### src/rtl/pwm_evtab_pkg.sv
package pwm_evtab_pkg;

   // Two-bit action applied to an output when its event fires
   typedef enum logic [1:0] {
      ACT_HOLD = 2'b00,
      ACT_LOW  = 2'b01,
      ACT_HIGH = 2'b10,
      ACT_FLIP = 2'b11
   } edge_act_e;

   function automatic logic act_apply(input logic cur, input edge_act_e act);
      logic nxt;
      case (act)
         ACT_LOW:  nxt = 1'b0;
         ACT_HIGH: nxt = 1'b1;
         ACT_FLIP: nxt = ~cur;
         default:  nxt = cur;
      endcase
      return nxt;
   endfunction

endpackage

### src/rtl/pwm_timebase.sv
module pwm_timebase #(
   parameter int unsigned CNT_W = 16,
   parameter int unsigned N_CMP = 2
) (
   input  logic                        clk,
   input  logic                        rst_n,
   input  logic [CNT_W-1:0]            top_in,
   input  logic [N_CMP-1:0][CNT_W-1:0] cmp_in,
   output logic [CNT_W-1:0]            cnt_q,
   output logic [CNT_W-1:0]            top_q,
   output logic [N_CMP-1:0][CNT_W-1:0] cmp_q
);

   localparam logic [CNT_W-1:0] CNT_ONE = {{(CNT_W-1){1'b0}}, 1'b1};

   if (CNT_W < 2 || CNT_W > 32) begin : g_bad_width
      $error("pwm_timebase: CNT_W must lie in 2..32");
   end
   if (N_CMP < 1) begin : g_bad_cmp
      $error("pwm_timebase: N_CMP must be at least 1");
   end

   logic at_top;
   assign at_top = (cnt_q == top_q);

   always_ff @(posedge clk or negedge rst_n) begin
      if (!rst_n) begin
         cnt_q <= '0;
         top_q <= '0;
      end else if (at_top) begin
         cnt_q <= '0;
         top_q <= top_in;
      end else begin
         cnt_q <= cnt_q + CNT_ONE;
      end
   end

   for (genvar k = 0; k < N_CMP; k++) begin : g_cmp_shadow
      always_ff @(posedge clk or negedge rst_n) begin
         if (!rst_n)      cmp_q[k] <= '0;
         else if (at_top) cmp_q[k] <= cmp_in[k];
      end
   end


   cnt_in_range_chk: assert property (@(posedge clk) disable iff (!rst_n)
      cnt_q <= top_q);

   cnt_wrap_chk: assert property (@(posedge clk) disable iff (!rst_n)
      (cnt_q == top_q) |=> (cnt_q == '0));

   cnt_step_chk: assert property (@(posedge clk) disable iff (!rst_n)
      (cnt_q != top_q) |=> (cnt_q == $past(cnt_q) + CNT_ONE));

   shadow_hold_chk: assert property (@(posedge clk) disable iff (!rst_n)
      (cnt_q != '0) |-> ($stable(top_q) && $stable(cmp_q)));

endmodule

### src/rtl/pwm_evt_match.sv
module pwm_evt_match #(
   parameter int unsigned CNT_W = 16,
   parameter int unsigned N_CMP = 2
) (
   input  logic [CNT_W-1:0]            cnt,
   input  logic [CNT_W-1:0]            top,
   input  logic [N_CMP-1:0][CNT_W-1:0] cmp,
   output logic                        top_hit,
   output logic [N_CMP-1:0]            cmp_hit
);

   assign top_hit = (cnt == top);

   for (genvar k = 0; k < N_CMP; k++) begin : g_match
      assign cmp_hit[k] = (cnt == cmp[k]);
   end

endmodule

### src/rtl/pwm_act_chan.sv
module pwm_act_chan
   import pwm_evtab_pkg::*;
#(
   parameter int unsigned N_EVT = 3
) (
   input  logic                  clk,
   input  logic                  rst_n,
   input  logic [N_EVT-1:0]      hit,
   input  logic [N_EVT-1:0][1:0] code,
   output logic                  out_q
);

   if (N_EVT < 1) begin : g_bad_evt
      $error("pwm_act_chan: N_EVT must be at least 1");
   end

   // Higher index ranks higher; code 00 never claims an event
   edge_act_e sel;
   always_comb begin
      sel = ACT_HOLD;
      for (int i = 0; i < N_EVT; i++) begin
         if (hit[i] && (code[i] != 2'b00)) sel = edge_act_e'(code[i]);
      end
   end

   always_ff @(posedge clk or negedge rst_n) begin
      if (!rst_n) out_q <= 1'b0;
      else        out_q <= act_apply(out_q, sel);
   end


   hold_keeps_chk: assert property (@(posedge clk) disable iff (!rst_n)
      (sel == ACT_HOLD) |=> $stable(out_q));

   flip_inverts_chk: assert property (@(posedge clk) disable iff (!rst_n)
      (sel == ACT_FLIP) |=> (out_q != $past(out_q)));

   top_rank_high_chk: assert property (@(posedge clk) disable iff (!rst_n)
      (hit[N_EVT-1] && code[N_EVT-1] == 2'b10) |=> out_q);

   top_rank_low_chk: assert property (@(posedge clk) disable iff (!rst_n)
      (hit[N_EVT-1] && code[N_EVT-1] == 2'b01) |=> !out_q);

endmodule

### src/rtl/pwm_evtab_gen.sv
module pwm_evtab_gen #(
   parameter int unsigned CNT_W = 16
) (
   input  logic             clk,
   input  logic             rst_n,
   input  logic [CNT_W-1:0] top_val_i,
   input  logic [CNT_W-1:0] cmp_a_i,
   input  logic [CNT_W-1:0] cmp_b_i,
   input  logic [1:0]       a_top_act_i,
   input  logic [1:0]       a_cmpa_act_i,
   input  logic [1:0]       a_cmpb_act_i,
   input  logic [1:0]       b_top_act_i,
   input  logic [1:0]       b_cmpa_act_i,
   input  logic [1:0]       b_cmpb_act_i,
   output logic             pwm_a_o,
   output logic             pwm_b_o
);

   localparam int unsigned N_CMP = 2;
   localparam int unsigned N_EVT = N_CMP + 1;
   localparam int unsigned N_CH  = 2;

   logic [CNT_W-1:0]                   cnt, top_sh;
   logic [N_CMP-1:0][CNT_W-1:0]        cmp_raw, cmp_sh;
   logic                               top_hit;
   logic [N_CMP-1:0]                   cmp_hit;
   logic [N_EVT-1:0]                   hits;
   logic [N_CH-1:0][N_EVT-1:0][1:0]    codes;
   logic [N_CH-1:0]                    pwm_q;

   assign cmp_raw  = {cmp_b_i, cmp_a_i};
   // Event rank: [0] top, [1] compare A, [2] compare B
   assign hits     = {cmp_hit, top_hit};
   assign codes[0] = {a_cmpb_act_i, a_cmpa_act_i, a_top_act_i};
   assign codes[1] = {b_cmpb_act_i, b_cmpa_act_i, b_top_act_i};

   pwm_timebase #(.CNT_W(CNT_W), .N_CMP(N_CMP)) u_tbase (
      .clk    (clk),
      .rst_n  (rst_n),
      .top_in (top_val_i),
      .cmp_in (cmp_raw),
      .cnt_q  (cnt),
      .top_q  (top_sh),
      .cmp_q  (cmp_sh)
   );

   pwm_evt_match #(.CNT_W(CNT_W), .N_CMP(N_CMP)) u_match (
      .cnt     (cnt),
      .top     (top_sh),
      .cmp     (cmp_sh),
      .top_hit (top_hit),
      .cmp_hit (cmp_hit)
   );

   for (genvar g = 0; g < N_CH; g++) begin : g_chan
      pwm_act_chan #(.N_EVT(N_EVT)) u_chan (
         .clk   (clk),
         .rst_n (rst_n),
         .hit   (hits),
         .code  (codes[g]),
         .out_q (pwm_q[g])
      );
   end

   assign pwm_a_o = pwm_q[0];
   assign pwm_b_o = pwm_q[1];


   reset_low_chk: assert property (@(posedge clk)
      !rst_n |=> (!pwm_a_o && !pwm_b_o));

   zero_top_hold_chk: assert property (@(posedge clk) disable iff (!rst_n)
      (top_sh == '0) |-> (cnt == '0));

   cmp_beyond_top_chk: assert property (@(posedge clk) disable iff (!rst_n)
      (cmp_sh[0] > top_sh) |-> !cmp_hit[0]);

endmodule

### config.mk
export PLATFORM = sky130hd
export DESIGN_NAME = pwm_evtab_gen
export DESIGN_NICKNAME = d
export VERILOG_FILES = /design/src/rtl/pwm_evtab_pkg.sv /design/src/rtl/pwm_timebase.sv /design/src/rtl/pwm_evt_match.sv /design/src/rtl/pwm_act_chan.sv /design/src/rtl/pwm_evtab_gen.sv
export SDC_FILE = /design/constraint.sdc
export NUM_CORES = 1
export LEC_CHECK = 0
export BUFFER_PORTS_ARGS = -buffer_cell sky130_fd_sc_hd__clkbuf_2
export CORE_MARGIN = 2
export CORE_UTILIZATION = 52
export CTS_BUF_LIST = sky130_fd_sc_hd__clkbuf_4 sky130_fd_sc_hd__clkbuf_8
export DETAILED_ROUTE_END_ITERATION = 10
export GPL_TIMING_DRIVEN = 0
export PLACE_DENSITY_LB_ADDON = 0.1
export SLEW_MARGIN = 20
export SYNTH_ARGS = -nofsm -noshare
export SYNTH_HDL_FRONTEND = slang
export SYNTH_SLANG_ARGS = --single-unit
### constraint.sdc
create_clock -name clk -period 1.9 [get_ports clk]
set_input_delay 0.19 -clock clk [delete_from_list [all_inputs] [get_ports clk]]
set_output_delay 0.19 -clock clk [all_outputs]
set_load 0.05 [all_outputs]
==> results.md, run 1 <==
- Hold EP: u_tbase.cmp_q[16]
- Final Hold Viols: 0
- Clock transition at the registers of the reported paths: 70 ps
- Worst Tran Pin Value: 484 ps
- TNS Setup: -4080 ps
- Via density per instance: 5.26
- Cell area after synthesis: 0.00326 sq mm
- Die area: 0.00692 sq mm
- Ranking of synthesized cells by area: dfrtp_1 (51%), xnor2_1 (14%), mux2_2 (12%), mux2_1 (4.1%), nand4_1 (2.9%)
- Total track usage: 22.8%
- PD cells: 782 mW/mm^2
- Die height: 83.2 um
- Crit Reg-Reg Endpoint: g_chan[1].u_chan.out_q
- Layout cells sized above 1: 49.6%
- CTS Buffer Depth: 2
- Crit path kind: reg -> reg
- Area growth syn-to-layout: 32.8%
- Worst hold slack: 67.9 ps
- Placement Cell Area: 0.00372 sq mm
- Detailed Route Iter0 Violations: 79
- TritonCTS clock tree: built
- Setup Skew: 8.77 ps
- Via count: 2304
- Routability Congestion: 0.796
- Clk root buf: clkbuf_8
- Critical Path Fanout Max: 4
- Routed WL per cell: 16.6 um
- Pwr Total: 3.39 mW
- Initial Utilization: 54.4%
- Post-placement cell count: 409
- Total grt overflow: 0
- CTS H-tree depth: 3
- Max-Cap Viols: 0
- Number of core rows: 28
- Synth Instances: 270
- Syn avg cell area: 12.1 sq um
- Number of diodes: 0
- Post-Syn Nets: 333
- Ys async rst share: 100%
- Final Non-Filler Cells: 438
- Global-route wire length before repair: 12100 um
- Hold WC Path Type: in -> reg
- Final setup viols: 50
- Slew HR: 67.7%
- Final WL: 7280 um
- DRC Markers: 0
- PortBufs: 63
- Total core area: 0.00599 sq mm
- CP endpoint kind: register
- I/O pin count: 64
- NumNets Final: 422
- Leak Pwr: 1.94 nW
- Share of the synthesized area in the top cell type: 50.6%
- Dpl hpwl: 4900 um
- Peak VDD IR: 0.569 mV
- Post-synthesis cell type count: 24
- Fin crit period: 2040 ps
- FF+latch count, synth: 66
- Fillers: 428
- RSZ-0062 raised after global routing: true
- Worst path arrival time: 2270 ps
- Largest net degree at the start of global routing: 35
- Reg2reg path depth: 8
- Worst-Skew Late Latency: 340 ps
- Cell with the most instances after synthesis: dfrtp_1
- Top cells by count, synth: dfrtp_1 (66), xnor2_1 (52), mux2_2 (36)
- Max-slew violations: 0
- Reg-to-Reg Start: u_tbase.cnt_q[0]
- Status: finished, violations left
- Initial antenna violation count: 0
- Worst setup margin: -143 ps
- Total CTS buffers: 9
- Flop2flop setup slack: -140 ps
- Fmax: 0.490 GHz
- Seq/Total Area, Yosys: 50.6%
- Remaining antenna violation count after routing: 0
- Worst Hold Path Cells: 2
- Main synth FF type: dfrtp_1
- Drt pass-1 iters: 4
- CP Data Required Time: 2120 ps
- Post-route cell area: 0.00433 sq mm
- Period utilization: 108%
- Violated checks: negative setup slack
- CP startpoint: u_tbase.cnt_q[0]
- Post-synth EDFFs: 0
- Startpoint types: register
- Die Wd: 83.2 um
- Vias in the first global route: 2428
- Leading area contributor after synthesis: dfrtp_1
- Min-delay src: cmp_b_i[0]
- YS warnings: 0
- Sink Count: 66
[per-stage QoR]
step	util (%)	worst slack (ps)
after floorplan	-	-3.48
after global placement	61.8	-322
after detailed placement	62.2	-380
after CTS	71.6	-175
after global routing	72.3	-217
final	72.3	-143
[kinds of logic (layout without fill, tap and decap cells)]
logic type	Yosys count	after routing	share of synthesized area, %
XOR/XNOR	62	62	16.6
adder cells (fa/ha/maj)	1	1	0.384
AO/OA/AOI/OAI	6	6	1.46
AND/OR/NAND/NOR	64	64	10.2
buffers and inverters	23	116	4.14
flip-flops	66	66	50.6
multiplexers	48	48	16.6
[sequential cells by signal, indices dropped and copies added (netlist names)]
signal	flops
u_tbase.top_q	16
u_tbase.cnt_q	16
u_tbase.cmp_q	32
g_chan.u_chan.out_q	2
[cell type report]
cell class | instances | area, sq um | share of cell area, %
flip-flops and latches | 66 | 1660 | 38.3
multi-input cells | 181 | 1640 | 37.7
repair buffers | 87 | 548 | 12.6
plain buffers | 14 | 189 | 4.36
clock buffers | 13 | 173 | 3.98
well taps | 75 | 93.8 | 2.17
clock inverters | 2 | 35.0 | 0.809
[critical path, stage by stage (launching register included)]
cell,delay (ps)
dfrtp_1,390
buf_6,130
buf_4,150
xnor2_1,190
nand4_1,190
nor4_4,420
a32o_1,180
o21ai_1,70
a32o_1,200
[metal layers]
layer	part of all wire (%)	track usage [%]
met1	46	30.4
met2	48	36.9
met3	3.9	4.57
met4	1.7	8.49
met5	0	0
[report_power, final]
group | switching, mW | internal [mW]
Sequential | 0.124 | 1.50
Clock | 0.508 | 0.719
Combinational | 0.220 | 0.316
Total | 0.852 | 2.54
[how the worst max path moves through the flow]
stage,endpoint,slack (ps),cells after the start
after floorplan,u_tbase.top_q[10],-3,7
after global placement,u_tbase.top_q[9],-320,7
after detailed placement,u_tbase.top_q[6],-380,7
after CTS,u_tbase.top_q[12],-180,9
after global routing,g_chan[1].u_chan.out_q,-220,8
final,g_chan[1].u_chan.out_q,-140,8
[placed cells by master (no fill, tap or decap), types with 10 or more instances in the layout]
master	count
nand2_1	11
clkbuf_8	12
clkbuf_2	62
xor2_1	10
dfrtp_1	60
xnor2_1	45
mux2_2	28
mux2_4	18
nor2_1	18
buf_6	13
buf_4	15
nand4_1	15
[timing repair]
action	CTS	global route
setup endpoints to repair	66	60
buffers inserted	19	3
gates resized for setup	50	16
gates cloned	1	0
pin swaps	7	8
hold buffers	1	0
endpoints found under the hold margin	33	0
No activity file was read; power rests on OpenSTA's default activity.
==> run 2, diff against run 1 <==
--- a/config.mk
+++ b/config.mk
@@ -15,4 +15,5 @@
 export SLEW_MARGIN = 20
 export SYNTH_ARGS = -nofsm -noshare
 export SYNTH_HDL_FRONTEND = slang
+export SYNTH_HIERARCHICAL = 1
 export SYNTH_SLANG_ARGS = --single-unit
==> run 2 against run 1 <==
Against the previous run:
- die area up 5.1%
- final cell count increased by 9.1%
- core utilization increased by 2.2 points
- sequential cell count unchanged
- non-clock buffer count grew 8
- global-route usage up 0.10 points
- routed wire length up 9.7%
- the run still ends with negative setup slack left
- sequential share of layout area decreased by 3.1 points
==> results.md, run 2 <==
- Status: finished, violations left (unchanged)
- Violated checks: negative setup slack (unchanged)
- Post-synthesis cell type count: 26 (was 24)
- YS warnings: 6 (was 0)
- Post-route cell area: 0.00476 sq mm (was 0.00433 sq mm)
- Largest regs: u_tbase/cmp_q (32), u_tbase/cnt_q (16), u_tbase/top_q (16) (was u_tbase.cmp_q (32), u_tbase.cnt_q (16), u_tbase.top_q (16))
- Startpoint types: register (unchanged)
- Cell area after synthesis: 0.00344 sq mm (was 0.00326 sq mm)
- Routability Congestion: 0.783 (was 0.796)
- Placement Cell Area: 0.00388 sq mm (was 0.00372 sq mm)
- Util after Layout: 74.5% (was 72.3%)
- Max-Cap Viols: 0 (unchanged)
- Met1 usage: 30.6% (was 30.4%)
- Worst Tran Pin Value: 388 ps (was 484 ps)
- Dpl hpwl: 5100 um (was 4900 um)
- FF+latch count, synth: 66 (unchanged)
- Via count: 2564 (was 2304)
- Final Non-Filler Cells: 478 (was 438)
- Top cells by count, synth: dfrtp_1 (66), xnor2_1 (52), mux2_1 (44) (was dfrtp_1 (66), xnor2_1 (52), mux2_2 (36))
- Clock transition at the registers of the reported paths: 80 ps (was 70 ps)
- Total CTS buffers: 9 (unchanged)
- Vias in the first global route: 2598 (was 2428)
- Post-synth EDFFs: 0 (unchanged)
- Drt pass-1 iters: 4 (unchanged)
- Area growth syn-to-layout: 38.5% (was 32.8%)
- Worst setup margin: -101 ps (was -143 ps)
- Ys async rst share: 100% (unchanged)
- Share of the synthesized area in the top cell type: 48.1% (was 50.6%)
- Max-slew violations: 0 (unchanged)
- Total core area: 0.00639 sq mm (was 0.00599 sq mm)
- Setup Skew: 8.93 ps (was 8.77 ps)
- Die height: 85.3 um (was 83.2 um)
- Die Wd: 85.3 um (was 83.2 um)
- Leading area contributor after synthesis: dfrtp_1 (unchanged)
- Final Hold Viols: 0 (unchanged)
- Worst-Skew Late Latency: 340 ps (about the same)
- Main synth FF type: dfrtp_1 (unchanged)
- Most frequent cells in the layout: clkbuf_2 (62), dfrtp_1 (49), xnor2_1 (48) (was clkbuf_2 (62), dfrtp_1 (60), xnor2_1 (45))
- Met2 Use GR: 36.6% (was 36.9%)
- GR peak layer: met2 (unchanged)
- Critical Path Fanout Max: 9 (was 4)
- DRC Markers: 0 (unchanged)
- I/O pin count: 64 (unchanged)
- Period utilization: 105% (was 108%)
- Number of core rows: 29 (was 28)
- Post-Syn Nets: 346 (was 333)
- Post-placement cell count: 424 (was 409)
- Layout cells sized above 1: 47.4% (was 49.6%)
- Via density per instance: 5.36 (was 5.26)
- Clk root buf: clkbuf_8 (unchanged)
- CP Data Required Time: 2120 ps (about the same)
- Detailed Route Iter0 Violations: 99 (was 79)
- Initial Utilization: 53.8% (was 54.4%)
- Total grt overflow: 0 (unchanged)
- Slew HR: 73.9% (was 67.7%)
- PD cells: 783 mW/mm^2 (was 782 mW/mm^2)
- Total track usage: 22.9% (was 22.8%)
- Final WL: 7980 um (was 7280 um)
- Max FFs per register: 32 (unchanged)
- Seq/Total Area, Yosys: 48.1% (was 50.6%)
- Int Pwr: 2.76 mW (was 2.54 mW)
- Reg power frac: 44.0% (was 48.0%)
- Final setup viols: 55 (was 50)
- CP endpoint kind: register (unchanged)
- Routed WL per cell: 16.7 um (was 16.6 um)
- Comb pwr share: 17.9% (was 15.8%)
- Number of diodes: 0 (unchanged)
- Hold WC Path Type: in -> reg (unchanged)
- Die area: 0.00727 sq mm (was 0.00692 sq mm)
- Largest register by flop count: u_tbase/cmp_q (was u_tbase.cmp_q)
- Sink Count: 66 (unchanged)
- Most common cell after layout, fill and taps aside: clkbuf_2 (unchanged)
- CTS H-tree depth: 3 (unchanged)
- NumNets Final: 459 (was 422)
- Met3 GRT Util: 3.99% (was 4.57%)
- Switch share: 25.8% (was 25.1%)
- Global-route wire length before repair: 12700 um (was 12100 um)
- Ranking of synthesized cells by area: dfrtp_1 (48%), mux2_1 (14%), xnor2_1 (13%), xor2_1 (6.6%), and2_1 (2.7%) (was dfrtp_1 (51%), xnor2_1 (14%), mux2_2 (12%), mux2_1 (4.1%), nand4_1 (2.9%))
- Syn avg cell area: 12.1 sq um (about the same)
- Cell with the most instances after synthesis: dfrtp_1 (unchanged)
- Fin crit period: 2000 ps (was 2040 ps)
- Initial antenna violation count: 0 (unchanged)
- Worst path arrival time: 2220 ps (was 2270 ps)
- Remaining antenna violation count after routing: 0 (unchanged)
- TritonCTS clock tree: built (unchanged)
- Largest net degree at the start of global routing: 46 (was 35)
- RSZ-0062 raised after global routing: true (unchanged)
- Crit path kind: reg -> reg (unchanged)
- Total net switching power: 961 uW (was 852 uW)
- Pwr Total: 3.73 mW (was 3.39 mW)
- Peak VDD IR: 0.762 mV (was 0.569 mV)
- Clock power frac: 38.1% (was 36.2%)
- Synth Instances: 283 (was 270)
- Placement Setup Slack: -498 ps (was -380 ps)
- Leak Pwr: 2.23 nW (was 1.94 nW)
- Fmax: 0.500 GHz (was 0.490 GHz)
- CTS Buffer Depth: 2 (unchanged)
- PortBufs: 63 (unchanged)
## run 2: cell count changes in the layout (fill, tap and decap cells not counted), sizes merged, moves of 6 or more
cell,previous run,this run
xor2,10,26
and2,0,15
nor2,18,3
nor4,3,11
buf,37,44
nand3,11,5
## run 2: worst paths after layout
| check | slack (ps) | from | depth (start not counted) | to |
|---|---|---|---|---|
| min in group asynchronous | 310 | rst_n | 2 | g_chan[1].u_chan/out_q |
| max in group asynchronous | 1040 | rst_n | 3 | u_tbase/cnt_q[15] |
| setup / recovery | -100 | u_tbase/cnt_q[7] | 7 | u_tbase/top_q[9] |
| setup reg to reg | -100 | u_tbase/cnt_q[7] | 7 | u_tbase/top_q[9] |
| hold reg to reg | 520 | u_tbase/cmp_q[6] | 1 | u_tbase/cmp_q[6] |
| hold / removal | 50 | cmp_a_i[11] | 2 | u_tbase/cmp_q[11] |
## run 2: metrics by stage
| stage | TNS [ps] | hold slack (ps) |
|---|---|---|
| after floorplan | -485 | -106 |
| after global placement | -16720 | 400 |
| after detailed placement | -19600 | 137 |
| after CTS | -674 | 38.9 |
| after global routing | -7900 | 47.3 |
| final | -3850 | 52.4 |
## run 2: power by group through the flow
stage	clock, mW	combinational, mW	sequential [mW]
finish	1.42	0.667	1.64
global route	1.51	0.737	1.65
CTS	1.45	0.597	1.63
detailed placement	0	0.451	1.68
global placement	0	0.431	1.67
floorplan	0	0.315	1.63
## run 2: cell type report
class	count	area [sq um]
Buffer	7	97.6
Clock buffer	9	124
Clock inverter	7	118
Fill cell	440	1630
Inverter	3	11.3
Multi-Input combinational cell	207	1960
Sequential cell	66	1670
Tap cell	77	96.3
Timing Repair Buffer	102	682
## run 2: critical path: stages, from the launching register on
cell and delay (ps):
dfrtp_2 460, buf_4 150, xor2_1 160, nor4_2 290, nand4_2 150, buf_8 190, clkbuf_16 170, mux2_4 300
## run 2: layer usage
layer / wire [um] / part of all wire, %
met5: 0 / 0
met4: 116 / 1.5
met3: 319 / 4.0
met2: 3940 / 49
met1: 3610 / 45
## run 2: cells by family (layout without fill, tap and decap cells)
kind of cell / Yosys count / count (layout) / synth area share, %
fa+ha+maj: 1 / 1 / 0.364
mux: 48 / 48 / 15.7
simple gates: 66 / 66 / 11.8
compound gates: 14 / 14 / 2.84
buf+inv: 10 / 128 / 1.27
flops: 66 / 66 / 48.1
xor+xnor: 78 / 78 / 19.9
## run 2: repair_timing
item / 4_1_cts / 5_1_grt
pin swaps: 16 / 8
resized for setup: 64 / 25
hold buffers: 1 / 0
buffers inserted: 29 / 7
setup endpoints to repair: 66 / 65
cloned: 0 / 1
endpoints found under the hold margin: 21 / 0
==> run 3, diff against run 2 <==
--- a/config.mk
+++ b/config.mk
@@ -6,11 +6,10 @@
 export NUM_CORES = 1
 export LEC_CHECK = 0
 export BUFFER_PORTS_ARGS = -buffer_cell sky130_fd_sc_hd__clkbuf_2
-export CORE_MARGIN = 2
+export CORE_MARGIN = 5
 export CORE_UTILIZATION = 52
 export CTS_BUF_LIST = sky130_fd_sc_hd__clkbuf_4 sky130_fd_sc_hd__clkbuf_8
 export DETAILED_ROUTE_END_ITERATION = 10
-export GPL_TIMING_DRIVEN = 0
 export PLACE_DENSITY_LB_ADDON = 0.1
 export SLEW_MARGIN = 20
 export SYNTH_ARGS = -nofsm -noshare
==> run 3 against run 2 <==
Against the previous run:
- the run still ends with negative setup slack left
- largest power group unchanged
- clock skew is 2.1 ps lower
- highest routed layer unchanged
- power is 6.0% lower
- combinational power is 6.9% higher
==> results.md, run 3 (same netlist as run 2, synthesis figures left out) <==
- Drt pass-1 iters: 4 (unchanged)
- Clock transition at the registers of the reported paths: 80 ps (about the same)
- RSZ-0062 raised after global routing: true (unchanged)
- Final WL: 7910 um (was 7980 um)
- Worst Tran Pin Value: 357 ps (was 388 ps)
- Area growth syn-to-layout: 35.3% (was 38.5%)
- Max FFs per register: 32 (unchanged)
- Number of core rows: 29 (unchanged)
- Initial antenna violation count: 0 (unchanged)
- Fin crit period: 2050 ps (was 2000 ps)
- Vias in the first global route: 2645 (was 2598)
- Final Hold Viols: 0 (unchanged)
- Layout cells sized above 1: 44.1% (was 47.4%)
- Startpoint types: register (unchanged)
- Number of diodes: 0 (unchanged)
- Largest net degree at the start of global routing: 67 (was 46)
- Critical path cell sequence: buf_4 -> xnor2_1 -> nand4_1 -> nor4_2 -> buf_4 -> nand2_2 -> a41oi_2 -> a21oi_2 -> o221ai_2 (was buf_4 -> xor2_1 -> nor4_2 -> nand4_2 -> buf_8 -> clkbuf_16 -> mux2_4)
- Clk root buf: clkbuf_8 (unchanged)
- Global-route wire length before repair: 12500 um (was 12700 um)
- CP endpoint kind: register (unchanged)
- Worst path arrival time: 2300 ps (was 2220 ps)
- CP startpoint: u_tbase/cnt_q[0] (was u_tbase/cnt_q[7])
- DRC Markers: 0 (unchanged)
- TNS Setup: -2920 ps (was -3850 ps)
- NumNets Final: 466 (was 459)
- Largest register by flop count: u_tbase/cmp_q (unchanged)
- Crit-path max cell delay: 440 ps (was 460 ps)
- CP Data Required Time: 2160 ps (was 2120 ps)
- PD cells: 753 mW/mm^2 (was 783 mW/mm^2)
- Via density per instance: 5.23 (was 5.36)
- Max-slew violations: 0 (unchanged)
- Min-delay src: cmp_a_i[14] (was cmp_a_i[11])
- Initial Utilization: 53.8% (unchanged)
- Post-route cell area: 0.00465 sq mm (was 0.00476 sq mm)
- Total track usage: 18.6% (was 22.9%)
- Detailed Route Iter0 Violations: 122 (was 99)
- Leak Pwr: 2.13 nW (was 2.23 nW)
- Slowest library cell on the worst path: dfrtp_2 (unchanged)
- Status: finished, violations left (unchanged)
- Final setup viols: 50 (was 55)
- Violated checks: negative setup slack (unchanged)
- Fillers: 483 (was 440)
- Routed WL per cell: 16.3 um (was 16.7 um)
- Worst setup margin: -147 ps (was -101 ps)
- Fmax: 0.488 GHz (was 0.500 GHz)
- Die area: 0.00833 sq mm (was 0.00727 sq mm)
- Placement Cell Area: 0.00407 sq mm (was 0.00388 sq mm)
- Slew HR: 76.2% (was 73.9%)
- Die height: 91.3 um (was 85.3 um)
- Hold WC Path Type: in -> reg (unchanged)
- Peak VDD IR: 0.624 mV (was 0.762 mV)
- Via count: 2535 (was 2564)
- Largest regs: u_tbase/cmp_q (32), u_tbase/cnt_q (16), u_tbase/top_q (16) (unchanged)
- CTS H-tree depth: 3 (unchanged)
- Worst-Skew Late Latency: 340 ps (about the same)
- Most common cell after layout, fill and taps aside: clkbuf_2 (unchanged)
- Crit path kind: reg -> reg (unchanged)
- Crit-path most repeated cell: buf_4
- CTS Buffer Depth: 2 (unchanged)
- Remaining antenna violation count after routing: 0 (unchanged)
- Die Wd: 91.3 um (was 85.3 um)
- Max-Cap Viols: 0 (unchanged)
- Most frequent cells in the layout: clkbuf_2 (63), dfrtp_1 (55), xnor2_1 (44) (was clkbuf_2 (62), dfrtp_1 (49), xnor2_1 (48))
- Period utilization: 108% (was 105%)
- Placement Setup Slack: -153 ps (was -498 ps)
- Util after Layout: 72.8% (was 74.5%)
- Total grt overflow: 0 (unchanged)
- I/O pin count: 64 (unchanged)
- Setup Skew: 6.85 ps (was 8.93 ps)
- Total core area: 0.00639 sq mm (unchanged)
- Total CTS buffers: 9 (unchanged)
- Critical Path Fanout Max: 4 (was 9)
- Post-placement cell count: 446 (was 424)
- Sink Count: 66 (unchanged)
- Routability Congestion: 0.817 (was 0.783)
- Final Non-Filler Cells: 485 (was 478)
- Reg-to-Reg Start: u_tbase/cnt_q[0] (was u_tbase/cnt_q[7])
- PortBufs: 63 (unchanged)
- TritonCTS clock tree: built (unchanged)
- Dpl hpwl: 5410 um (was 5100 um)
-- run 3: cell count changes in the layout (fill, tap and decap cells not counted), moves of 3 or more --
cell	before	now
buf_6	3	6
mux2_1	16	33
xnor2_2	4	8
nor4_4	3	0
a21oi_2	1	4
dfrtp_2	17	11
xnor2_1	48	44
buf_8	4	0
mux2_4	28	11
buf_4	32	43
a21oi_1	3	0
dfrtp_1	49	55
-- run 3: worst paths after layout --
path | endpoint | slack [ps] | depth (start not counted)
worst max-delay path | g_chan[1].u_chan/out_q | -150 | 9
worst min-delay path | u_tbase/cmp_q[14] | 50 | 2
worst max register to register | g_chan[1].u_chan/out_q | -150 | 9
worst min register to register | u_tbase/cmp_q[4] | 520 | 1
max in group asynchronous | u_tbase/cnt_q[10] | 1180 | 3
min in group asynchronous | u_tbase/top_q[5] | 400 | 3
-- run 3: through the flow --
step	hold WS [ps]	total power, mW
after floorplan	-106	1.95
after global placement	237	2.19
after detailed placement	239	2.20
after CTS	45.3	3.42
after global routing	42.7	3.66
final	54.7	3.50
-- run 3: cell type report --
type / instances / area, sq um / area share [%]
timing repair buffer: 116 / 776 / 16.7
multi-input combinational: 207 / 1910 / 41.0
sequential: 66 / 1670 / 35.8
inverter: 3 / 11.3 / 0.242
clock inverter: 7 / 68.8 / 1.48
tap: 77 / 96.3 / 2.07
clock buffer: 9 / 124 / 2.66
-- run 3: where the power goes --
group / internal [mW] / total (mW) / switching, mW
logic: 0.422 / 0.713 / 0.291
registers: 1.50 / 1.62 / 0.124
clock network: 0.603 / 1.17 / 0.562
-- run 3: repair_timing --
item | 4_1_cts | 5_1_grt
pin swaps | 15 | 10
setup buffers | 11 | 11
hold buffers | 1 | 0
setup endpoints to repair | 49 | 51
endpoints found under the hold margin | 66 | 0
resized for setup | 29 | 21
-- run 3: layer usage --
layer  share of wire (%)  track usage (%)  vias to the layer above
met5                   0                0                        -
met4                0.96             5.50                        0
met3                 4.0             4.71                        7
met2                  52             32.2                       54
met1                  43             23.0                     1240
li1                    -                -                     1234
-- run 3: worst max-delay path, delay by kind of cell, from the launching register on --
| kind | cells | cell delay [ps] |
|---|---|---|
| compound gates | 3 | 390 |
| xor+xnor | 1 | 230 |
| buf+inv | 2 | 350 |
| flops | 1 | 440 |
| simple gates | 3 | 550 |
